<file path="src/rtl/mprx_pkg.sv">
package mprx_pkg;

  typedef enum logic [1:0] {
    RX_IDLE,
    RX_START,
    RX_BITS,
    RX_STOP
  } rx_state_e;

  typedef enum logic [1:0] {
    OUT_NONE,
    OUT_LOAD,
    OUT_FERR,
    OUT_OVR
  } rx_outcome_e;

  // tick count (from start detection) at which the start bit is re-checked
  function automatic int unsigned mid_tick(int unsigned ovs);
    return ovs / 2 - 1;
  endfunction

  // bits between start and stop: data plus the optional address bit
  function automatic int unsigned payload_bits(int unsigned dw, logic mp);
    return dw + (mp ? 1 : 0);
  endfunction

  // a frame is dropped only when wake-up is armed in multiprocessor mode
  // and the frame is not an address frame
  function automatic logic wake_drops(logic armed, logic mp, logic addr_bit);
    return armed & mp & ~addr_bit;
  endfunction

  // overrun is checked first, then the stop bit
  function automatic rx_outcome_e judge(logic accepted, logic full_now, logic stop_ok);
    if (!accepted)     return OUT_NONE;
    else if (full_now) return OUT_OVR;
    else if (!stop_ok) return OUT_FERR;
    else               return OUT_LOAD;
  endfunction

endpackage

</file>
<file path="src/rtl/mprx_sync.sv">
module mprx_sync #(
  parameter int unsigned STAGES = 2
) (
  input  logic clk,
  input  logic rst_n,
  input  logic din,
  output logic dout
);
  logic [STAGES-1:0] pipe;

  generate
    if (STAGES == 1) begin : g_one
      always_ff @(posedge clk or negedge rst_n) begin
        if (!rst_n) pipe <= '1;
        else        pipe <= din;
      end
    end else begin : g_many
      always_ff @(posedge clk or negedge rst_n) begin
        if (!rst_n) pipe <= '1;
        else        pipe <= {pipe[STAGES-2:0], din};
      end
    end
  endgenerate

  assign dout = pipe[STAGES-1];
endmodule

</file>
<file path="src/rtl/mprx_framer.sv">
module mprx_framer
  import mprx_pkg::*;
#(
  parameter int unsigned OVS    = 16,
  parameter int unsigned DATA_W = 8
) (
  input  logic              clk,
  input  logic              rst_n,
  input  logic              tick,
  input  logic              rxd_s,
  input  logic              rx_en,
  input  logic              mp_mode,
  output logic              busy,
  output logic              glitch,
  output logic              done,
  output logic [DATA_W-1:0] frame_data,
  output logic              frame_mpb,
  output logic              frame_stop
);
  localparam int unsigned CW = (OVS > 1) ? $clog2(OVS) : 1;
  localparam int unsigned BW = $clog2(DATA_W + 2);
  localparam logic [CW-1:0] MID  = CW'(mid_tick(OVS));
  localparam logic [CW-1:0] LAST = CW'(OVS - 1);
  localparam logic [BW-1:0] DW_B = BW'(DATA_W);

  rx_state_e         state;
  logic [CW-1:0]     tcnt;
  logic [BW-1:0]     bidx;
  logic [DATA_W-1:0] shreg;
  logic              mpb_r;
  logic              mp_lat;
  logic              done_q, glitch_q, stop_q;
  logic [BW-1:0]     last_idx;

  assign last_idx = BW'(payload_bits(DATA_W, mp_lat) - 1);

  always_ff @(posedge clk or negedge rst_n) begin
    if (!rst_n) begin
      state    <= RX_IDLE;
      tcnt     <= '0;
      bidx     <= '0;
      shreg    <= '0;
      mpb_r    <= 1'b0;
      mp_lat   <= 1'b0;
      done_q   <= 1'b0;
      glitch_q <= 1'b0;
      stop_q   <= 1'b0;
    end else begin
      done_q   <= 1'b0;
      glitch_q <= 1'b0;
      case (state)
        RX_IDLE: begin
          if (tick && rx_en && !rxd_s) begin
            state  <= RX_START;
            tcnt   <= '0;
            mp_lat <= mp_mode;
            mpb_r  <= 1'b0;
          end
        end
        RX_START: begin
          if (tick) begin
            if (tcnt == MID) begin
              tcnt <= '0;
              if (rxd_s) begin
                state    <= RX_IDLE;
                glitch_q <= 1'b1;
              end else begin
                state <= RX_BITS;
                bidx  <= '0;
              end
            end else begin
              tcnt <= tcnt + 1'b1;
            end
          end
        end
        RX_BITS: begin
          if (tick) begin
            if (tcnt == LAST) begin
              tcnt <= '0;
              if (bidx < DW_B) shreg <= {rxd_s, shreg[DATA_W-1:1]};
              else             mpb_r <= rxd_s;
              if (bidx == last_idx) state <= RX_STOP;
              else                  bidx  <= bidx + 1'b1;
            end else begin
              tcnt <= tcnt + 1'b1;
            end
          end
        end
        RX_STOP: begin
          if (tick) begin
            if (tcnt == LAST) begin
              tcnt   <= '0;
              done_q <= 1'b1;
              stop_q <= rxd_s;
              state  <= RX_IDLE;
            end else begin
              tcnt <= tcnt + 1'b1;
            end
          end
        end
        default: state <= RX_IDLE;
      endcase
    end
  end

  assign busy       = (state != RX_IDLE);
  assign glitch     = glitch_q;
  assign done       = done_q;
  assign frame_data = shreg;
  assign frame_mpb  = mpb_r;
  assign frame_stop = stop_q;
endmodule

</file>
<file path="src/rtl/mprx_status.sv">
module mprx_status
  import mprx_pkg::*;
#(
  parameter int unsigned DATA_W = 8
) (
  input  logic              clk,
  input  logic              rst_n,
  input  logic              done,
  input  logic [DATA_W-1:0] frame_data,
  input  logic              frame_mpb,
  input  logic              frame_stop,
  input  logic              mp_mode,
  input  logic              wake_set,
  input  logic              irq_en,
  input  logic              clr_full,
  input  logic              clr_ferr,
  input  logic              clr_ovr,
  output logic              accept,
  output logic              discard,
  output logic [DATA_W-1:0] rx_data,
  output logic              rx_mpb,
  output logic              rx_full,
  output logic              rx_ferr,
  output logic              rx_ovr,
  output logic              wake_en,
  output logic              rx_irq,
  output logic              err_irq
);
  rx_outcome_e outcome;
  logic        wake_clear;

  assign discard    = done & wake_drops(wake_en, mp_mode, frame_mpb);
  assign accept     = done & ~discard;
  assign outcome    = judge(accept, rx_full, frame_stop);
  assign wake_clear = accept & wake_en & mp_mode & frame_mpb;

  always_ff @(posedge clk or negedge rst_n) begin
    if (!rst_n) begin
      rx_data <= '0;
      rx_mpb  <= 1'b0;
      rx_full <= 1'b0;
      rx_ferr <= 1'b0;
      rx_ovr  <= 1'b0;
      wake_en <= 1'b0;
    end else begin
      if (outcome == OUT_LOAD) begin
        rx_data <= frame_data;
        rx_full <= 1'b1;
      end else if (clr_full) begin
        rx_full <= 1'b0;
      end

      if (outcome == OUT_FERR) rx_ferr <= 1'b1;
      else if (clr_ferr)       rx_ferr <= 1'b0;

      if (outcome == OUT_OVR)  rx_ovr <= 1'b1;
      else if (clr_ovr)        rx_ovr <= 1'b0;

      if (accept) rx_mpb <= mp_mode & frame_mpb;

      if (wake_set)        wake_en <= 1'b1;
      else if (wake_clear) wake_en <= 1'b0;
    end
  end

  assign rx_irq  = rx_full & irq_en;
  assign err_irq = (rx_ferr | rx_ovr) & irq_en;
endmodule

</file>
<file path="src/rtl/mprx_receiver.sv">
module mprx_receiver #(
  parameter int unsigned OVS         = 16,
  parameter int unsigned DATA_W      = 8,
  parameter int unsigned SYNC_STAGES = 2
) (
  input  logic              clk,
  input  logic              rst_n,
  input  logic              rxd,
  input  logic              tick16,
  input  logic              rx_en,
  input  logic              mp_mode,
  input  logic              wake_set,
  input  logic              irq_en,
  input  logic              clr_full,
  input  logic              clr_ferr,
  input  logic              clr_ovr,
  output logic [DATA_W-1:0] rx_data,
  output logic              rx_mpb,
  output logic              rx_full,
  output logic              rx_ferr,
  output logic              rx_ovr,
  output logic              wake_en,
  output logic              rx_irq,
  output logic              err_irq
);
  logic              rxd_s;
  logic              frm_busy, frm_glitch, frm_done;
  logic [DATA_W-1:0] frm_data;
  logic              frm_mpb, frm_stop;
  logic              st_accept, st_discard;

  mprx_sync #(.STAGES(SYNC_STAGES)) u_sync (
    .clk(clk), .rst_n(rst_n), .din(rxd), .dout(rxd_s)
  );

  mprx_framer #(.OVS(OVS), .DATA_W(DATA_W)) u_framer (
    .clk(clk), .rst_n(rst_n), .tick(tick16), .rxd_s(rxd_s),
    .rx_en(rx_en), .mp_mode(mp_mode),
    .busy(frm_busy), .glitch(frm_glitch), .done(frm_done),
    .frame_data(frm_data), .frame_mpb(frm_mpb), .frame_stop(frm_stop)
  );

  mprx_status #(.DATA_W(DATA_W)) u_status (
    .clk(clk), .rst_n(rst_n), .done(frm_done),
    .frame_data(frm_data), .frame_mpb(frm_mpb), .frame_stop(frm_stop),
    .mp_mode(mp_mode), .wake_set(wake_set), .irq_en(irq_en),
    .clr_full(clr_full), .clr_ferr(clr_ferr), .clr_ovr(clr_ovr),
    .accept(st_accept), .discard(st_discard),
    .rx_data(rx_data), .rx_mpb(rx_mpb), .rx_full(rx_full),
    .rx_ferr(rx_ferr), .rx_ovr(rx_ovr), .wake_en(wake_en),
    .rx_irq(rx_irq), .err_irq(err_irq)
  );
endmodule

</file>
<file path="config.mk">
export PLATFORM = sky130hd
export DESIGN_NAME = mprx_receiver
export DESIGN_NICKNAME = d
export VERILOG_FILES = /design/src/rtl/mprx_pkg.sv /design/src/rtl/mprx_sync.sv /design/src/rtl/mprx_framer.sv /design/src/rtl/mprx_status.sv /design/src/rtl/mprx_receiver.sv
export SDC_FILE = /design/constraint.sdc
export NUM_CORES = 1
export LEC_CHECK = 0
export BUFFER_PORTS_ARGS = -buffer_cell sky130_fd_sc_hd__buf_4
export CAP_MARGIN = 10
export CORE_MARGIN = 1.5
export CORE_UTILIZATION = 30
export CTS_CLUSTER_SIZE = 40
export DETAILED_ROUTE_END_ITERATION = 16
export GPL_TIMING_DRIVEN = 0
export HOLD_SLACK_MARGIN = 0.05
export SLEW_MARGIN = 20
export SYNTH_ARGS = -nofsm -noshare
export SYNTH_HDL_FRONTEND = slang
export SYNTH_SLANG_ARGS = --single-unit
export TNS_END_PERCENT = 10
</file>
<file path="constraint.sdc">
create_clock -name clk -period 2.1 [get_ports clk]
set_input_delay 0.21 -clock clk [delete_from_list [all_inputs] [get_ports clk]]
set_output_delay 0.21 -clock clk [all_outputs]
set_load 0.005 [all_outputs]
</file>
Word-level counts from Yosys, hierarchy flattened
Cells that the tools add are included.
{ "word_totals": {"regBits": 37, "out_inout_bits": 15} }
{ "classes": {"order_cmp": 1, "n_reduce_logical": 18, "n_eq_ne": 21, "n_addsub": 4, "n_mux": 43, "bitwise": 13} }
{ "ops": {"columns": ["cell", "count"], "rows": [
  ["two-way mux 4 bit", 11],
  ["two-way mux 2 bit", 12],
  ["two-way mux 1 bit", 16],
  ["!= test 2 x 1 -> 1 bit, second input constant", 6],
  ["!= test 2 bit, second input constant", 6],
  ["case mux 4 bit (3 select lines)", 1],
  ["nonzero test 2 bit", 6],
  ["bitwise AND 1 bit", 10],
  ["adder 4 x 1 -> 4 bit, second input constant", 2],
  ["== test 2 bit, second input constant", 4],
  ["case mux 2 bit (4 select lines)", 1],
  ["case mux 4 bit (2 select lines)", 1],
  ["AND reduction 8 bit", 1],
  ["AND reduction 7 bit", 1],
  ["AND reduction 3 bit", 2],
  ["AND reduction 5 bit", 1],
  ["adder 4 bit, first input constant", 1],
  ["== test 2 x 1 -> 1 bit, second input constant", 2],
  ["== test 4 x 3 -> 1 bit, second input constant", 1],
  ["== test 4 bit", 1],
  ["== test 4 bit, second input constant", 1],
  ["less-than comparator 4 bit, second input constant", 1],
  ["AND reduction 4 bit", 1],
  ["subtractor 4 x 1 -> 4 bit, second input constant", 1],
  ["8 further kinds", 10]
]} }

Logic depth before layout (Yosys ltp)
Gate-level depths: netlist of run 1.
{ "logic_depth": {"word_depth": 10, "ltp_mapped": 6} }

Cells and area by module
From an unflattened synthesis of run 1, not the netlist that was laid out.
{ "unflattened": {"cells_unflattened": 144, "area_unflattened_um2": 1760.4} }
{ "modules_own_cells": {"columns": ["module", "instances", "area_each_um2", "seq_area_each_um2", "cells_each"], "rows": [
  ["mprx_framer", 1, 1124.8, 575.6, 101],
  ["mprx_status", 1, 583.1, 325.3, 41],
  ["mprx_sync", 1, 52.6, 52.6, 2]
]} }

Least setup slack after synthesis of run 1
No wires, ideal clock.
{ "synth_path": {"path_type": "register to register", "from": "register u_framer.tcnt[0]", "to": "register u_framer.bidx[3]", "required_ps": 1974, "stages_incl_launch_ff": 7, "t_arrival_ps": 1492, "setup_ps": 126, "path_slack_ps": 482, "cell_sequence": "dfrtp_1 ha_1 and3_1 buf_4 nand3_4 o21a_1 a221o_1"} }
{ "synth_via": {"elab_chain_len": 3, "word_cells_on_any_way": 5, "classes_between": "4 x eq/ne; 1 x reduce/logical"} }
{ "synth_lines": {"columns": ["item", "line", "source"], "rows": [
  ["start: declaration", "mprx_framer.sv:27", "logic [CW-1:0] tcnt;"],
  ["start signal: assignment", "mprx_framer.sv:72", "tcnt <= tcnt + 1'b1;"],
  ["start signal: assignment", "mprx_framer.sv:85", "tcnt <= tcnt + 1'b1;"],
  ["start signal: assignment", "mprx_framer.sv:97", "tcnt <= tcnt + 1'b1;"],
  ["== test 4 x 3 -> 1 bit or == test 4 bit (tied branches)", "mprx_framer.sv:62, mprx_framer.sv:78", null],
  ["!= test 2 x 1 -> 1 bit (no source line)", null, null],
  ["AND reduction 7 bit (no source line) (*)", null, null],
  ["end signal: assignment", "mprx_framer.sv:83", "else bidx <= bidx + 1'b1;"],
  ["end: declaration", "mprx_framer.sv:28", "logic [BW-1:0] bidx;"]
]} }
Every way passes the cells marked *; elsewhere a longest branch is shown, timed or not.
A chain may end at the register's enable or synchronous reset.

Final worst setup path of run 1
Ends and elaborated chain as after synthesis.

==> impl_summary.log, run 1 <==
INFO  metric status = finished, final reports clean
INFO  metric max_cap_viol_count = 0
INFO  metric critical_path.slowest_cell = sky130_fd_sc_hd__dfrtp_1
INFO  metric first_pass_grt_wire_length = between 5000 and 6000 um
INFO  metric post-place-ws = between 0.3 and 0.4 ns
INFO  metric power.density = 813 nW/um2
INFO  metric finalNonFillerCells = about 240
INFO  metric clock_tree.htree_level_count = 2
INFO  metric vdd_drop_max = between 0.2 and 0.3 mV
INFO  metric finalHoldViolCount = 0
INFO  metric cts.clk_slew.worst_paths = around 0.07 ns
INFO  metric maximum_number_of_pins_on_one_net_before_global_route_repair = 38
INFO  metric clock_net_sink_count = 37
INFO  metric final_nets = 180
INFO  metric drc = 0
INFO  metric timing.final.setup_violations = 0
INFO  metric timing.final.max_slew_violations = 0
INFO  metric synth_warnings = 0
INFO  metric rsz0062_at_grt = no
INFO  metric cts_made_buffers = 5
INFO  metric critical_path.max_fanout = 9
INFO  metric dr_total_vias = 1125
INFO  metric worst_slew_pin_slew = between 0.4 and 0.5 ns
INFO  metric synth_cell_type_count = 40
INFO  metric diodes = 0
INFO  metric critPathMaxStageDelay = around 0.38 ns
INFO  metric synth_nets = ~150
INFO  metric dpl.hpwl = between 2000 and 2500 um
INFO  metric cts-root-to-sink-buffers = 2
INFO  metric cellLeakagePower = roughly 0.00098 uW
INFO  metric fin_crit_sh = 0.855
INFO  metric final_layout_size_suffix_gt1_frac = 0.298
INFO  metric track_usage = 0.112
INFO  metric syn_avg_cell_area = 12.3 um2
INFO  metric gr-total-overflow = 0
INFO  metric die_h = between 70 and 80 um
INFO  metric dp.cells = ~230
INFO  metric number_of_gates_resized_after_cts = 0
INFO  metric max_freq = about 560 MHz
INFO  metric mappedNetlistArea = about 1600 um2
INFO  metric synth_sequential_area_ratio = 0.567
INFO  metric avgRoutedWirePerCell = 12.3 um
INFO  metric drt_iter0_markers = 31
INFO  metric hp-class = in -> reg
INFO  metric synthesis.instances = 133
INFO  metric crit_type = reg -> reg
INFO  metric cts_tree = done
INFO  metric crit_required = approximately 2.3 ns
INFO  metric drtAntennaViolNets = 0
INFO  metric final_common_cell = sky130_fd_sc_hd__dfrtp_1
INFO  metric max_slew_margin = 0.676
INFO  metric gp_routability_congestion = about 0.75
INFO  metric clock-root-buffer = sky130_fd_sc_hd__clkbuf_8
INFO  metric clock_latency_on_the_worst_skew_pair = about 0.28 ns
INFO  metric detail_route.first_pass.iterations = 4
INFO  metric setup_total_negative_slack = 0 ns
INFO  metric crit_chain = ha_1, and3_1, buf_4, nand3_4, o21a_1, a221o_1
INFO  metric most_used_cells_in_the_layout_excluding_fill_and_tap_cells = sky130_fd_sc_hd__dfrtp_1, sky130_fd_sc_hd__buf_4, sky130_fd_sc_hd__mux2_2
INFO  metric via_per_inst = roughly 4.7
INFO  metric final.setup.worst_slack = 0.305 ns
INFO  metric type_of_element_launching_the_critical_path = flip-flop
INFO  metric cp_top_family = compound AO/OA/AOI/OAI gates
INFO  metric worstPathArrival = between 1.5 and 2 ns
INFO  metric count_of_buffers_from_port_buffering = 25
INFO  metric core_region_area = roughly 5200 um2
INFO  metric finalWirelength = ~2900 um
INFO  metric fin_util = 0.391
INFO  metric finalWorstPathRequiredPeriod = between 1.5 and 2 ns
INFO  metric first_global_vias = 1138
INFO  metric layout.filler_cells = slightly above 500
INFO  metric skew = between 0.007 and 0.008 ns
INFO  metric synthesis_stage_register_bit_count = 37
INFO  metric critPathBufInv = 1
INFO  metric hold-worst-slack = a little over 0.1 ns
INFO  metric floorplan.die_area = slightly below 6000 um2
INFO  metric layout-area-overhead-vs-synth = 23.5%
INFO  metric initial_core_util = 0.317
INFO  metric boundaryPins = 26
INFO  metric die_x = 76.9 um
INFO  metric rows = 26
INFO  metric grt_antenna_before_repair = 0
INFO  metric critical_path.endpoint_type = flip-flop
## per-stage QoR
stage | cell area [um2] | power (uW)
after floorplan | 1640 | 1070
after global placement | 1910 | 1140
after detailed placement | 1910 | 1160
after CTS | 2020 | 1670
after global routing | 2020 | 1760
final | 2020 | 1650
## power breakdown
part           switching (uW)  leakage, uW  internal [uW]
Clock                     230    0.0000455            267
Sequential               55.7     0.000487            781
Combinational             177     0.000443            135
Total                     463     0.000975           1180
## cells in the mapped netlist
library cell / n / area (um2)
sky130_fd_sc_hd__xnor2_1: 1 / 8.76
sky130_fd_sc_hd__o21ai_0: 5 / 25.0
sky130_fd_sc_hd__dfstp_2: 2 / 52.6
sky130_fd_sc_hd__nand3_4: 1 / 17.5
sky130_fd_sc_hd__a21oi_1: 2 / 10.0
sky130_fd_sc_hd__and2b_1: 1 / 7.51
sky130_fd_sc_hd__nand3b_1: 1 / 7.51
sky130_fd_sc_hd__dfrtp_1: 35 / 876
sky130_fd_sc_hd__o22ai_1: 1 / 6.26
sky130_fd_sc_hd__nand4_1: 6 / 37.5
sky130_fd_sc_hd__o32ai_2: 1 / 16.3
sky130_fd_sc_hd__mux2i_1: 1 / 10.0
sky130_fd_sc_hd__o31ai_1: 1 / 7.51
sky130_fd_sc_hd__a21o_1: 1 / 7.51
sky130_fd_sc_hd__and2_1: 2 / 12.5
sky130_fd_sc_hd__a22o_1: 1 / 8.76
sky130_fd_sc_hd__buf_4: 1 / 7.51
sky130_fd_sc_hd__buf_2: 2 / 10.0
sky130_fd_sc_hd__nor2_1: 6 / 22.5
sky130_fd_sc_hd__nand2_1: 9 / 33.8
sky130_fd_sc_hd__nand3_1: 4 / 20.0
sky130_fd_sc_hd__and3b_1: 1 / 8.76
sky130_fd_sc_hd__nand4bb_1: 2 / 22.5
sky130_fd_sc_hd__inv_1: 7 / 26.3
sky130_fd_sc_hd__mux2_1: 9 / 101
sky130_fd_sc_hd__a221o_1: 1 / 10.0
sky130_fd_sc_hd__and4_1: 2 / 17.5
sky130_fd_sc_hd__a32oi_1: 1 / 8.76
sky130_fd_sc_hd__nor2_4: 1 / 11.3
sky130_fd_sc_hd__nor3_1: 1 / 5.00
sky130_fd_sc_hd__mux2_2: 11 / 124
sky130_fd_sc_hd__clkbuf_1: 1 / 3.75
sky130_fd_sc_hd__a31oi_1: 2 / 12.5
sky130_fd_sc_hd__and3_1: 2 / 12.5
sky130_fd_sc_hd__or2_1: 1 / 6.26
sky130_fd_sc_hd__o21a_1: 2 / 15.0
sky130_fd_sc_hd__ha_1: 2 / 25.0
sky130_fd_sc_hd__o2bb2ai_1: 1 / 8.76
sky130_fd_sc_hd__o32ai_1: 1 / 8.76
sky130_fd_sc_hd__o21ai_1: 1 / 5.00
## what timing repair did
| item | CTS | global route |
|---|---|---|
| endpoints found under the hold margin | 36 | 0 |
| hold buffers | 2 | 0 |
| setup endpoints to repair | 0 | 0 |
| setup buffers | 0 | 0 |
## cells by family (layout without fill, tap and decap cells)
kind of cell,Yosys count,after routing,synth area share
and+or+nand+nor,40,40,0.148
DFF,37,37,0.567
buffers and inverters,11,46,0.0290
xor gates and xnor gates,1,1,0.00535
muxes,21,21,0.144
AOI/OAI and AO/OA,21,21,0.0917
adders and majority gates,2,2,0.0153
## worst reg2reg max path: stages, from the launching register on
cell and delay [ns]:
sky130_fd_sc_hd__dfrtp_1 0.38, sky130_fd_sc_hd__ha_1 0.24, sky130_fd_sc_hd__and3_1 0.18, sky130_fd_sc_hd__buf_4 0.17
sky130_fd_sc_hd__nand3_4 0.11, sky130_fd_sc_hd__o21a_1 0.24, sky130_fd_sc_hd__a221o_1 0.35
## final cells by class
type,instances,area [um2],share of cell area
plain buffers,4,21.3,0.0105
clock buffers,8,90.1,0.0445
inverters,7,26.3,0.0130
multi-input cells,85,662,0.327
flip-flops and latches,37,928,0.459
well taps,70,87.6,0.0433
repair buffers,27,208,0.103
## per-layer routing
metal	share of wire	GRT usage
met1	0.48	0.134
met2	0.45	0.177
met3	0.055	0.0464
met4	0.015	0.0500
met5	0	0
## path summary, 6_finish.rpt
path	startpoint	end	slack, ns	cells after the start
hold reg to reg	u_sync.pipe[0]$_DFF_PN1_	u_sync.pipe[1]$_DFF_PN1_	0.35	0
setup / recovery	u_framer.tcnt[0]$_DFFE_PN0P_	u_framer.bidx[3]$_DFFE_PN0P_	0.31	6
setup reg to reg	u_framer.tcnt[0]$_DFFE_PN0P_	u_framer.bidx[3]$_DFFE_PN0P_	0.31	6
max in group asynchronous	rst_n	u_sync.pipe[0]$_DFF_PN1_	1.33	2
hold / removal	clr_ferr	u_status.rx_ferr$_DFFE_PN0P_	0.10	2
min in group asynchronous	rst_n	u_status.rx_ovr$_DFFE_PN0P_	0.41	2
## sequential cells by signal, indices dropped and copies added (netlist names), named ones only
register,count
u_status.rx_data,8
u_framer.state,1
u_framer.bidx,4
u_status.rx_ovr,1
u_sync.pipe,2
u_status.rx_full,1
u_framer.tcnt,4
u_framer.frame_stop,1
u_framer.mp_lat,1
u_framer.done,1
u_status.rx_ferr,1
u_framer.frame_mpb,1
u_framer.frame_data,8
u_status.wake_en,1
u_status.rx_mpb,1
(Power assumes the default switching activity.)
==> run 2: changes to the inputs <==
--- a/config.mk
+++ b/config.mk
@@ -13,6 +13,8 @@
 export DETAILED_ROUTE_END_ITERATION = 16
 export GPL_TIMING_DRIVEN = 0
 export HOLD_SLACK_MARGIN = 0.05
+export PLACE_DENSITY = 0.57
+export REMOVE_ABC_BUFFERS = 1
 export SLEW_MARGIN = 20
 export SYNTH_ARGS = -nofsm -noshare
 export SYNTH_HDL_FRONTEND = slang
==> impl_summary.log, run 2 (same netlist as run 1, synthesis figures left out) <==
INFO  metric status = finished, final reports clean
INFO  metric boundaryPins = 26
INFO  metric gr-total-overflow = 0
INFO  metric max_slew_margin = 0.678
INFO  metric multiInputGateArea = approximately 660 um2
INFO  metric core_region_area = between 5000 and 6000 um2
INFO  metric clock_net_sink_count = 37
INFO  metric p_seq_frac = 0.512
INFO  metric layout-area-overhead-vs-synth = 23.8%
INFO  metric clock_latency_on_the_worst_skew_pair = around 0.28 ns
INFO  metric drt_iter0_markers = 63
INFO  metric maximum_number_of_pins_on_one_net_before_global_route_repair = 38
INFO  metric design_power_total = ~1700 uW
INFO  metric finalHoldViolCount = 0
INFO  metric grt_antenna_before_repair = 0
INFO  metric drtAntennaViolNets = 0
INFO  metric drc = 0
INFO  metric die_x = about 77 um
INFO  metric power.clock.fraction = 0.352
INFO  metric switching_power_share_of_the_total = 0.279
INFO  metric detail_route.first_pass.iterations = 4
INFO  metric hp-class = in -> reg
INFO  metric clock_tree.htree_level_count = 2
INFO  metric critical_path.endpoint_type = flip-flop
INFO  metric netSwitchingPower = between 400 and 500 uW
INFO  metric cts_made_buffers = 5
INFO  metric cts_post_setup_buffers_inserted = 0
INFO  metric worst_slew_pin_slew = 0.481 ns
INFO  metric dr_total_vias = ~1100
INFO  metric standard_cell_area_after_detailed_placement = 1890 um2
INFO  metric type_of_element_launching_the_critical_path = flip-flop
INFO  metric worstPathArrival = between 2 and 2.5 ns
INFO  metric via_per_inst = between 4 and 5
INFO  metric setup_total_negative_slack = 0 ns
INFO  metric die_h = just under 80 um
INFO  metric max_freq = between 500 and 600 MHz
INFO  metric rsz0062_at_grt = no
INFO  metric cellLeakagePower = between 0.0009 and 0.001 uW
INFO  metric final_layout_size_suffix_gt1_frac = 0.299
INFO  metric most_used_cells_in_the_layout_excluding_fill_and_tap_cells = sky130_fd_sc_hd__dfrtp_1, sky130_fd_sc_hd__buf_4, sky130_fd_sc_hd__mux2_2
INFO  metric cts_tree = done
INFO  metric sequential_area = 928 um2
INFO  metric initial_core_util = 0.317
INFO  metric number_of_gates_resized_after_cts = 0
INFO  metric first_global_vias = ~1100
INFO  metric p_int = 1250 uW
INFO  metric share_of_power_burned_in_combinational_logic = 0.136
INFO  metric count_of_buffers_from_port_buffering = 25
INFO  metric timing.final.max_slew_violations = 0
INFO  metric max_cap_viol_count = 0
INFO  metric crit_type = reg -> reg
INFO  metric track_usage = 0.109
INFO  metric crit_required = ~2.3 ns
INFO  metric final_cell_area = 2030 um2
INFO  metric cts-root-to-sink-buffers = 2
INFO  metric critical_path.max_fanout = 9
INFO  metric vdd_drop_max = between 0.5 and 0.6 mV
INFO  metric dpl.hpwl = between 2000 and 2500 um
INFO  metric floorplan.die_area = 5910 um2
INFO  metric avgRoutedWirePerCell = ~12 um
INFO  metric diodes = 0
INFO  metric final_common_cell = sky130_fd_sc_hd__dfrtp_1
INFO  metric finalWirelength = 2910 um
INFO  metric cts.clk_slew.worst_paths = 0.08 ns
INFO  metric clock-root-buffer = sky130_fd_sc_hd__clkbuf_8
INFO  metric first_pass_grt_wire_length = just over 5000 um
INFO  metric finalWorstPathRequiredPeriod = 1.89 ns
INFO  metric timing.final.setup_violations = 0
INFO  metric layout.filler_cells = 494
INFO  metric gp_routability_congestion = around 0.83
INFO  metric ctsHoldBuffers = 2
INFO  metric final_nets = between 150 and 200
INFO  metric fin_crit_sh = 0.901
INFO  metric power.density = around 860 nW/um2
INFO  metric skew = just under 0.008 ns
INFO  metric rows = 26
==> run 2: cell types whose count changed in the layout (fill, tap and decap cells not counted), sizes merged <==
cell      change
clkinvlp      +1
buf           -3
bufinv        +1
clkbuf        -4
clkinv        +1
==> run 2: worst paths after layout <==
kind | endpoint | slack, ns | start | cells past startpoint
max | u_framer.frame_data[7]$_DFFE_PN0P_ | 0.21 | u_framer.tcnt[0]$_DFFE_PN0P_ | 5
min | u_status.rx_ferr$_DFFE_PN0P_ | 0.1 | clr_ferr | 2
max reg2reg | u_framer.frame_data[7]$_DFFE_PN0P_ | 0.21 | u_framer.tcnt[0]$_DFFE_PN0P_ | 5
min reg2reg | u_sync.pipe[1]$_DFF_PN1_ | 0.36 | u_sync.pipe[0]$_DFF_PN1_ | 0
max in group asynchronous | u_sync.pipe[0]$_DFF_PN1_ | 1.33 | rst_n | 2
min in group asynchronous | u_framer.bidx[2]$_DFFE_PN0P_ | 0.42 | rst_n | 2
==> run 2: per-layer routing <==
| layer | up-vias | track usage | share of wire |
|---|---|---|---|
| li1 | 544 | - | - |
| met1 | 545 | 0.137 | 0.47 |
| met3 | 5 | 0.0310 | 0.034 |
| met4 | 0 | 0.0407 | 0.016 |
| met2 | 18 | 0.176 | 0.48 |
| met5 | - | 0 | 0 |
==> run 2: stage by stage <==
stage | hold slack [ns] | utilization | instances | setup WS (ns)
floorplan | -0.0856 | - | 129 | 0.404
global placement | 0.188 | 0.366 | 224 | 0.241
detailed placement | 0.202 | 0.366 | 224 | 0.205
CTS | 0.0885 | 0.392 | 234 | 0.195
global route | 0.0882 | 0.392 | 234 | 0.0559
finish | 0.0976 | 0.392 | 234 | 0.208
==> run 2: cell type report <==
type                    instances  share of cell area
clock inverters                 3              0.0228
well taps                      70              0.0432
inverters                       7              0.0130
repair buffers                 27               0.102
clock buffers                   5              0.0340
multi-input cells              85               0.327
flip-flops and latches         37               0.458
==> run 2: worst max-delay path, stage by stage, from the launching register on <==
cell and delay [ns]:
sky130_fd_sc_hd__dfrtp_1 0.38, sky130_fd_sc_hd__ha_1 0.24, sky130_fd_sc_hd__and3_1 0.40, sky130_fd_sc_hd__nand3_4 0.15, sky130_fd_sc_hd__nor2_4 0.26, sky130_fd_sc_hd__mux2_1 0.35
==> run 2: power by group through the flow <==
stage | registers [uW] | logic, uW | clock network, uW
2_1_floorplan | 875 | 172 | 0
3_3_place_gp | 895 | 218 | 0
3_5_place_dp | 901 | 234 | 0
4_1_cts | 888 | 237 | 631
5_1_grt | 905 | 271 | 666
6_report | 891 | 236 | 612
==> run 3: changes to the inputs <==
--- a/config.mk
+++ b/config.mk
@@ -7,13 +7,15 @@
 export LEC_CHECK = 0
 export BUFFER_PORTS_ARGS = -buffer_cell sky130_fd_sc_hd__buf_4
 export CAP_MARGIN = 10
+export CELL_PAD_IN_SITES_DETAIL_PLACEMENT = 0
+export CELL_PAD_IN_SITES_GLOBAL_PLACEMENT = 1
 export CORE_MARGIN = 1.5
 export CORE_UTILIZATION = 30
 export CTS_CLUSTER_SIZE = 40
 export DETAILED_ROUTE_END_ITERATION = 16
 export GPL_TIMING_DRIVEN = 0
 export HOLD_SLACK_MARGIN = 0.05
-export PLACE_DENSITY = 0.57
+export PLACE_DENSITY = 0.65
 export REMOVE_ABC_BUFFERS = 1
 export SLEW_MARGIN = 20
 export SYNTH_ARGS = -nofsm -noshare
==> impl_summary.log, run 3 (same netlist as run 1, synthesis figures left out) <==
INFO  metric cts.clk_slew.worst_paths = about 0.080 ns
INFO  metric rows = 26
INFO  metric count_of_buffers_from_port_buffering = 25
INFO  metric floorplan.die_area = 5910 um2
INFO  metric clock_latency_on_the_worst_skew_pair = between 0.2 and 0.3 ns
INFO  metric p_int = 1250 uW
INFO  metric number_of_gates_resized_after_cts = 0
INFO  metric vdd_drop_max = ~0.28 mV
INFO  metric die_x = about 77 um
INFO  metric power.density = around 860 nW/um2
INFO  metric hp-class = in -> reg
INFO  metric dpl.hpwl = ~2100 um
INFO  metric diodes = 0
INFO  metric fin_crit_sh = 0.906
INFO  metric clock_tree.htree_level_count = 2
INFO  metric max_cap_viol_count = 0
INFO  metric final_layout_size_suffix_gt1_frac = 0.293
INFO  metric initial_core_util = 0.317
INFO  metric skew = 0.00743 ns
INFO  metric boundaryPins = 26
INFO  metric die_h = slightly below 80 um
INFO  metric gr-total-overflow = 0
INFO  metric final_cell_area = 2020 um2
INFO  metric cts_post_setup_buffers_inserted = 0
INFO  metric detail_route.first_pass.iterations = 2
INFO  metric setup_total_negative_slack = 0 ns
INFO  metric p_seq_frac = 0.518
INFO  metric max_freq = 526 MHz
INFO  metric rsz0062_at_grt = no
INFO  metric drc = 0
INFO  metric via_per_inst = ~4.7
INFO  metric layout.filler_cells = about 500
INFO  metric clock_net_sink_count = 37
INFO  metric share_of_power_burned_in_combinational_logic = 0.135
INFO  metric whs_path_depth = 2
INFO  metric drtAntennaViolNets = 0
INFO  metric cts_made_buffers = 5
INFO  metric netSwitchingPower = ~480 uW
INFO  metric critical_path.max_fanout = 9
INFO  metric gp_routability_congestion = approximately 0.75
INFO  metric max_slew_margin = 0.701
INFO  metric first_global_vias = 1084
INFO  metric track_usage = 0.109
INFO  metric worstPathArrival = between 2 and 2.5 ns
INFO  metric final_nets = 176
INFO  metric dr_total_vias = between 1000 and 1500
INFO  metric avgRoutedWirePerCell = approximately 13 um
INFO  metric finalWirelength = between 2000 and 3000 um
INFO  metric critical_path.endpoint_type = flip-flop
INFO  metric type_of_element_launching_the_critical_path = flip-flop
INFO  metric reg2reg_depth = 5
INFO  metric status = finished, final reports clean
INFO  metric core_region_area = around 5200 um2
INFO  metric finalWorstPathRequiredPeriod = around 1.9 ns
INFO  metric timing.final.setup_violations = 0
INFO  metric cellLeakagePower = roughly 0.00097 uW
INFO  metric cts-root-to-sink-buffers = 2
INFO  metric worst_slew_pin_slew = between 0.4 and 0.5 ns
INFO  metric clock-root-buffer = sky130_fd_sc_hd__clkbuf_8
INFO  metric power.clock.fraction = 0.347
INFO  metric first_pass_grt_wire_length = approximately 5100 um
INFO  metric layout-area-overhead-vs-synth = 23.5%
INFO  metric most_used_cells_in_the_layout_excluding_fill_and_tap_cells = sky130_fd_sc_hd__dfrtp_1, sky130_fd_sc_hd__buf_4, sky130_fd_sc_hd__mux2_2
INFO  metric crit_type = reg -> reg
INFO  metric standard_cell_area_after_detailed_placement = between 1500 and 2000 um2
INFO  metric maximum_number_of_pins_on_one_net_before_global_route_repair = 38
INFO  metric drt_iter0_markers = 47
INFO  metric grt_antenna_before_repair = 0
INFO  metric timing.final.max_slew_violations = 0
INFO  metric final_common_cell = sky130_fd_sc_hd__dfrtp_1
INFO  metric crit_required = around 2.3 ns
INFO  metric ctsHoldBuffers = 2
INFO  metric finalHoldViolCount = 0
INFO  metric cts_tree = done
INFO  metric switching_power_share_of_the_total = 0.276
-- run 3: power by group through the flow --
stage | logic [uW] | clock network (uW) | registers [uW]
3_3_place_gp | 220 | 0 | 903
4_1_cts | 237 | 626 | 895
2_1_floorplan | 172 | 0 | 875
3_5_place_dp | 234 | 0 | 908
6_report | 234 | 601 | 897
5_1_grt | 273 | 658 | 911
-- run 3: critical path, stage by stage (launching register included) --
cell and delay, ns:
sky130_fd_sc_hd__dfrtp_1 0.38, sky130_fd_sc_hd__ha_1 0.24, sky130_fd_sc_hd__and3_1 0.41, sky130_fd_sc_hd__nand3_4 0.15, sky130_fd_sc_hd__nor2_4 0.25, sky130_fd_sc_hd__mux2_1 0.36
-- run 3: area by class of cell --
type	instances	area (um2)	share of cell area
clock buffer	6	72.6	0.0359
timing repair buffer	27	208	0.103
multi-input combinational	85	662	0.327
sequential	37	928	0.459
clock inverter	2	38.8	0.0192
tap	70	87.6	0.0433
inverter	7	26.3	0.0130
-- run 3: final timing paths --
path / startpoint / endpoint / slack (ns)
worst max-delay path: u_framer.tcnt[0]$_DFFE_PN0P_ / u_framer.frame_data[3]$_DFFE_PN0P_ / 0.20
worst min-delay path: clr_full / u_status.rx_full$_DFFE_PN0P_ / 0.1
worst max register to register: u_framer.tcnt[0]$_DFFE_PN0P_ / u_framer.frame_data[3]$_DFFE_PN0P_ / 0.20
worst min register to register: u_sync.pipe[0]$_DFF_PN1_ / u_sync.pipe[1]$_DFF_PN1_ / 0.36
max in group asynchronous: rst_n / u_sync.pipe[1]$_DFF_PN1_ / 1.35
min in group asynchronous: rst_n / u_status.rx_data[2]$_DFFE_PN0P_ / 0.41
-- run 3: metal layers --
metal  up-vias  track usage  wire length (um)
li1        545            -                 -
met1       519        0.135              1370
met2        21        0.169              1380
met3         4       0.0464               159
met4         0       0.0389                34
met5         -            0                 0
-- run 3: stage by stage --
| stage | setup WS (ns) | hold slack (ns) | power [uW] | util | cells |
|---|---|---|---|---|---|
| 2_1_floorplan | 0.404 | -0.0856 | 1050 | - | 129 |
| 3_3_place_gp | 0.246 | 0.191 | 1120 | 0.366 | 224 |
| 3_5_place_dp | 0.208 | 0.198 | 1140 | 0.366 | 224 |
| 4_1_cts | 0.199 | 0.0890 | 1760 | 0.391 | 234 |
| 5_1_grt | 0.0993 | 0.0994 | 1840 | 0.391 | 234 |
| 6_report | 0.198 | 0.0952 | 1730 | 0.391 | 234 |
